--- config.mk ---
export PLATFORM = sky130hd
export DESIGN_NAME = task_switch_seq
export DESIGN_NICKNAME = d
export VERILOG_FILES = /design/src/rtl/tsw_pkg.sv /design/src/rtl/tsw_desc_table.sv /design/src/rtl/tsw_fsm.sv /design/src/rtl/tsw_ctx_store.sv /design/src/rtl/task_switch_seq.sv
export SDC_FILE = /design/constraint.sdc
export NUM_CORES = 1
export LEC_CHECK = 0
export CORE_ASPECT_RATIO = 1.2
export CORE_MARGIN = 4
export CORE_UTILIZATION = 35
export CTS_BUF_LIST = sky130_fd_sc_hd__clkbuf_8
export CTS_CLUSTER_SIZE = 30
export DETAILED_ROUTE_END_ITERATION = 12
export SYNTH_ARGS = -nofsm -noshare
export SYNTH_HDL_FRONTEND = slang
export SYNTH_HIERARCHICAL = 1
export SYNTH_SLANG_ARGS = --single-unit
--- constraint.sdc ---
create_clock -name clk_i -period 2.7 [get_ports clk_i]
set_clock_uncertainty 0.1 [all_clocks]
set_input_delay 0.54 -clock clk_i [delete_from_list [all_inputs] [get_ports clk_i]]
set_output_delay 0.54 -clock clk_i [all_outputs]
set_load 0.05 [all_outputs]
--- src/rtl/tsw_pkg.sv ---
package tsw_pkg;

  typedef enum logic [1:0] {
    ST_IDLE,
    ST_SAVE,
    ST_LOAD_TR,
    ST_RESTORE
  } tsw_state_e;

  // gprs, flags, ip, segs, stack ptrs, ldt addr, page dir addr
  function automatic int unsigned ctx_words(int unsigned n_gpr, int unsigned n_seg,
                                            int unsigned n_stk);
    return n_gpr + n_seg + n_stk + 4;
  endfunction

  function automatic int unsigned ip_offset(int unsigned n_gpr);
    return n_gpr + 1;
  endfunction

endpackage

--- src/rtl/tsw_desc_table.sv ---
module tsw_desc_table #(
  parameter int unsigned SEL_W  = 3,
  parameter int unsigned ADDR_W = 12
) (
  input  logic              clk_i,
  input  logic              rst_ni,
  input  logic              we_i,
  input  logic [SEL_W-1:0]  wr_idx_i,
  input  logic [ADDR_W-1:0] wr_base_i,
  input  logic [SEL_W-1:0]  rd_idx_i,
  output logic [ADDR_W-1:0] rd_base_o
);
  localparam int unsigned Depth = 1 << SEL_W;

  logic [ADDR_W-1:0] base_q [Depth];

  always_ff @(posedge clk_i or negedge rst_ni) begin
    if (!rst_ni) begin
      for (int i = 0; i < Depth; i++) base_q[i] <= '0;
    end else if (we_i) begin
      base_q[wr_idx_i] <= wr_base_i;
    end
  end

  assign rd_base_o = base_q[rd_idx_i];
endmodule

--- src/rtl/tsw_fsm.sv ---
module tsw_fsm
  import tsw_pkg::*;
#(
  parameter int unsigned NF    = 12,
  parameter int unsigned CNT_W = $clog2(NF)
) (
  input  logic             clk_i,
  input  logic             rst_ni,
  input  logic             jmp_i,
  input  logic             ack_i,
  output logic             start_o,
  output logic             req_o,
  output logic             we_o,
  output logic             tr_load_o,
  output logic             rd_acc_o,
  output logic             busy_o,
  output logic             done_o,
  output logic [CNT_W-1:0] idx_o
);
  localparam logic [CNT_W-1:0] Last = CNT_W'(NF - 1);

  tsw_state_e       state_q;
  logic [CNT_W-1:0] idx_q;
  logic             done_q;

  always_ff @(posedge clk_i or negedge rst_ni) begin
    if (!rst_ni) begin
      state_q <= ST_IDLE;
      idx_q   <= '0;
      done_q  <= 1'b0;
    end else begin
      done_q <= 1'b0;
      unique case (state_q)
        ST_IDLE: if (jmp_i) begin
          state_q <= ST_SAVE;
          idx_q   <= '0;
        end
        ST_SAVE: if (ack_i) begin
          if (idx_q == Last) begin
            state_q <= ST_LOAD_TR;
            idx_q   <= '0;
          end else begin
            idx_q <= idx_q + 1'b1;
          end
        end
        ST_LOAD_TR: state_q <= ST_RESTORE;
        ST_RESTORE: if (ack_i) begin
          if (idx_q == Last) begin
            state_q <= ST_IDLE;
            idx_q   <= '0;
            done_q  <= 1'b1;
          end else begin
            idx_q <= idx_q + 1'b1;
          end
        end
        default: state_q <= ST_IDLE;
      endcase
    end
  end

  assign start_o   = (state_q == ST_IDLE) && jmp_i;
  assign req_o     = (state_q == ST_SAVE) || (state_q == ST_RESTORE);
  assign we_o      = (state_q == ST_SAVE);
  assign tr_load_o = (state_q == ST_LOAD_TR);
  assign rd_acc_o  = (state_q == ST_RESTORE) && ack_i;
  assign busy_o    = (state_q != ST_IDLE);
  assign done_o    = done_q;
  assign idx_o     = idx_q;
endmodule

--- src/rtl/tsw_ctx_store.sv ---
module tsw_ctx_store #(
  parameter int unsigned XLEN  = 16,
  parameter int unsigned NF    = 12,
  parameter int unsigned CNT_W = $clog2(NF)
) (
  input  logic               clk_i,
  input  logic               rst_ni,
  input  logic               snap_i,
  input  logic [NF*XLEN-1:0] ctx_i,
  input  logic [CNT_W-1:0]   idx_i,
  input  logic               wr_i,
  input  logic [XLEN-1:0]    rdata_i,
  output logic [XLEN-1:0]    wdata_o,
  output logic [NF*XLEN-1:0] ctx_o
);
  logic [XLEN-1:0] snap_q [NF];
  logic [XLEN-1:0] bank_q [NF];

  // snapshot keeps save data independent of ctx_i after the command
  always_ff @(posedge clk_i or negedge rst_ni) begin
    if (!rst_ni) begin
      for (int i = 0; i < NF; i++) snap_q[i] <= '0;
    end else if (snap_i) begin
      for (int i = 0; i < NF; i++) snap_q[i] <= ctx_i[i*XLEN +: XLEN];
    end
  end

  always_ff @(posedge clk_i or negedge rst_ni) begin
    if (!rst_ni) begin
      for (int i = 0; i < NF; i++) bank_q[i] <= '0;
    end else if (wr_i) begin
      bank_q[idx_i] <= rdata_i;
    end
  end

  assign wdata_o = snap_q[idx_i];

  for (genvar g = 0; g < NF; g++) begin : g_ctx_out
    assign ctx_o[g*XLEN +: XLEN] = bank_q[g];
  end
endmodule

--- src/rtl/task_switch_seq.sv ---
module task_switch_seq #(
  parameter int unsigned XLEN    = 16,
  parameter int unsigned ADDR_W  = 12,
  parameter int unsigned SEL_W   = 3,
  parameter int unsigned NUM_GPR = 4,
  parameter int unsigned NUM_SEG = 2,
  parameter int unsigned NUM_STK = 2,
  localparam int unsigned NF     = tsw_pkg::ctx_words(NUM_GPR, NUM_SEG, NUM_STK),
  localparam int unsigned CTX_W  = NF * XLEN
) (
  input  logic              clk_i,
  input  logic              rst_ni,
  input  logic              dt_we_i,
  input  logic [SEL_W-1:0]  dt_idx_i,
  input  logic [ADDR_W-1:0] dt_base_i,
  input  logic              jmp_i,
  input  logic [SEL_W-1:0]  jmp_sel_i,
  input  logic [CTX_W-1:0]  ctx_i,
  output logic              busy_o,
  output logic              done_o,
  output logic [XLEN-1:0]   ip_o,
  output logic [CTX_W-1:0]  ctx_o,
  output logic [SEL_W-1:0]  tr_sel_o,
  output logic [ADDR_W-1:0] tr_base_o,
  output logic              mem_req_o,
  output logic              mem_we_o,
  output logic [ADDR_W-1:0] mem_addr_o,
  output logic [XLEN-1:0]   mem_wdata_o,
  input  logic              mem_ack_i,
  input  logic [XLEN-1:0]   mem_rdata_i
);
  localparam int unsigned CntW  = $clog2(NF);
  localparam int unsigned IpOfs = tsw_pkg::ip_offset(NUM_GPR);

  logic              start, tr_load, rd_acc;
  logic [CntW-1:0]   idx;
  logic [SEL_W-1:0]  pend_sel_q, tr_sel_q;
  logic [ADDR_W-1:0] tr_base_q, new_base;

  tsw_fsm #(.NF(NF), .CNT_W(CntW)) u_fsm (
    .clk_i, .rst_ni,
    .jmp_i,
    .ack_i    (mem_ack_i),
    .start_o  (start),
    .req_o    (mem_req_o),
    .we_o     (mem_we_o),
    .tr_load_o(tr_load),
    .rd_acc_o (rd_acc),
    .busy_o,
    .done_o,
    .idx_o    (idx)
  );

  tsw_desc_table #(.SEL_W(SEL_W), .ADDR_W(ADDR_W)) u_dt (
    .clk_i, .rst_ni,
    .we_i     (dt_we_i),
    .wr_idx_i (dt_idx_i),
    .wr_base_i(dt_base_i),
    .rd_idx_i (pend_sel_q),
    .rd_base_o(new_base)
  );

  tsw_ctx_store #(.XLEN(XLEN), .NF(NF), .CNT_W(CntW)) u_ctx (
    .clk_i, .rst_ni,
    .snap_i (start),
    .ctx_i,
    .idx_i  (idx),
    .wr_i   (rd_acc),
    .rdata_i(mem_rdata_i),
    .wdata_o(mem_wdata_o),
    .ctx_o
  );

  always_ff @(posedge clk_i or negedge rst_ni) begin
    if (!rst_ni) pend_sel_q <= '0;
    else if (start) pend_sel_q <= jmp_sel_i;
  end

  // task register: selector plus cached descriptor base
  always_ff @(posedge clk_i or negedge rst_ni) begin
    if (!rst_ni) begin
      tr_sel_q  <= '0;
      tr_base_q <= '0;
    end else if (tr_load) begin
      tr_sel_q  <= pend_sel_q;
      tr_base_q <= new_base;
    end
  end

  assign mem_addr_o = tr_base_q + ADDR_W'(idx);
  assign tr_sel_o   = tr_sel_q;
  assign tr_base_o  = tr_base_q;
  assign ip_o       = ctx_o[IpOfs*XLEN +: XLEN];
endmodule

==> qor.yml <==
routed_wl_um: 66710
hp-class: "in2async"
fin_crit_ns: 3.204
die_width_um: 235.7
area_delta_synth_final_pct: 40.28
clk_pin_slew_ns: 0.06
yosysSeqAreaShare_pct: 58.02
r2r_slack_ns: 0.53
syn_area_sq_mm: 0.02178
place_ws_ns: -0.03175
start_util_pct: 35.59
ir_worst_vdd_uv: 786.1
h-tree-depth: 3
cap_viol_max_count: 0
crit_required_ns: 2.06
max_clock_freq_mhz: 312.2
synth_top_cell_by_area: "dfrtp_1"
synth_top_family_by_area: "multiplexers"
setup_viol: 26
arrival_ns: 2.56
relSlewSlack_pct: 48.17
core_sq_mm: 0.06119
fillerInstances: 5329
yosys.cell_types.count: 59
hold_slack_ns: 0.2756
design_area_sq_mm: 0.03055
placed_area_sq_mm: 0.02819
synthArstFlopShare_pct: 100.0
die_area_sq_mm: 0.06630
clockBufferDepth: 3
crit_type: "reg2out"
crit_fanout: 62
final_common_cell: "dfrtp_1"
layout_common_cells: "498 x dfrtp_1, 497 x mux2_2, 445 x clkdlybuf4s50_1"
grt_pass1_wl_um: 98840
layout-drive-gt1-share_pct: 44.75
yosysWarningCount: 6
synth-edff-count: 0
ys_top_cells_by_area: "dfrtp_1 58%, mux2_2 26%, mux4_2 5.3%"
antenna_found_initial: 16
layout.core_utilization_pct: 49.93
gp_congestion: 0.8129
synthFlopType: "dfrtp_1"
dr.pass1.iters: 4
p_leak_nw: 13.28
synth.area.mux_share_pct: 34.49
drt_iter0_markers: 690
synth-xor-area-share_pct: 0.4021
cts_made_buffers: 86
io_buffers: 485
rows: 99
syn_avg_cell_area_sq_um: 16.10
dp_hpwl_um: 48170
critPathLaunchType: "flop"
cts_tree: "built"
worstMarginPinSlew_ns: 0.7775
violations: "setup timing"
cts-root-buf: "clkbuf_8"
grt_overflow: 0
synth_compound_area_share_pct: 1.092
rsz0062_at_grt: "yes"
grt_max_degree: 93
ant_nets: 0
synth_fp_nets: 1595
fin_crit_sh_pct: 118.7
vias: 13870
slew_viol_final: 0
die_h_um: 281.3
end_kind: "primary output"
fin_ws_ns: -0.5036
ios: 486
ys_seq_elements: 505
powerDensity_mw_per_mm2: 1232
status: "finished, violations left"
syn_inst: 1353
synth-simple-area-share_pct: 2.488
cts_sinks: 505
seq_area_sq_mm: 0.01265
yosysTopAreaCellShare_pct: 58.02
final_nets: 2147
grt_pass1_vias: 15030
drt-wirelength-per-cell_um: 23.90
multiInputGateArea_sq_mm: 0.008899
synth_fa_ha_area_share_pct: 0.6664
clk_latency_ns: 0.65
final_hold_viol_count: 0
drcViolationCount: 0
viasPerCell: 4.968
grt_usage_pct: 19.65
-- worst paths after layout --
check,depth (start not counted),startpoint,endpoint
max in group asynchronous,4,rst_ni,u_ctx/snap_q[155]$_DFFE_PN0P_
max,5,u_fsm/idx_o[1]$_DFFE_PN0P_,mem_wdata_o[12]
min in group clk_i,2,ctx_i[1],u_ctx/snap_q[177]$_DFFE_PN0P_
min,2,rst_ni,u_ctx/ctx_o[163]$_DFFE_PN0P_
max reg2reg,5,u_fsm/state_q[0]$_DFFE_PN0P_,u_ctx/snap_q[171]$_DFFE_PN0P_
min reg2reg,1,u_dt/base_q[56]$_DFFE_PN0P_,u_dt/base_q[56]$_DFFE_PN0P_
-- registers in the layout, summed over array words and instances, names as in the netlist, 2 cells and up --
signal         flops
u_fsm/state_q      2
u_dt/base_q       96
u_fsm/idx_o        4
tr_sel_o           3
u_ctx/ctx_o      192
u_ctx/snap_q     192
tr_base_o         12
pend_sel_q         3
-- layer usage --
metal,track usage (%),up-vias,wire length [um]
li1,-,6076,-
met1,24.83,7278,27390
met2,32.76,416,33460
met3,5.251,91,4372
met4,7.185,4,1451
met5,0,-,27
-- through the flow --
| step | total power [mW] | setup TNS [ns] | instances |
|---|---|---|---|
| floorplan | 22.97 | -0.2688 | 1353 |
| global placement | 29.75 | -0.1626 | 2604 |
| detailed placement | 30.04 | -0.1367 | 2604 |
| CTS | 37.99 | -12.42 | 2774 |
| global route | 39.41 | -12.96 | 2789 |
| finish | 37.64 | -10.06 | 2791 |
-- timing repair --
item                                    CTS  global route
endpoints found under the hold margin    34             0
gates resized for setup                  75             6
pin swaps                                33            10
hold buffers                              1             0
endpoints found under the setup margin   32            28
cloned                                    1             1
buffers inserted                         15             4
-- worst max-delay path, cell delays in order (launching register included) --
cell     delay (ns)
dfrtp_4        0.46
buf_12         0.28
mux4_2         0.43
a22oi_2        0.30
nand2_2        0.13
buf_12         0.16
-- cell type report --
class	count	share of cell area (%)
antenna	12	0.09829
clock buffer	106	4.775
inverter	11	0.1351
timing repair buffer	570	20.10
tap	808	3.309
sequential	505	41.41
clock inverter	48	1.053
multi-input combinational	731	29.13
-- cells in the mapped netlist (all sizes together), types with 3 or more instances --
library cell,count
nand2b,5
clkbuf,45
nand3b,3
nor2,10
and4bb,3
mux4,72
inv,11
mux2i,3
dfrtp,505
xnor2,7
nand4b,4
nand2,44
xor2,3
and3,4
buf,61
mux2,510
a22oi,16
ha,10
-- where the power goes --
group          switching [mW]  internal (mW)  total, mW
Sequential               1.70           10.4       12.1
Combinational            9.86           8.63       18.5
Clock                    3.20           3.86       7.06
-- logic make-up after synthesis --
family          after synthesis
compound gates               31
xor+xnor                     10
fa+ha+maj                    11
buf+inv                     117
flops                       505
mux                         585
simple gates                 94
(Power assumes the default switching activity.)
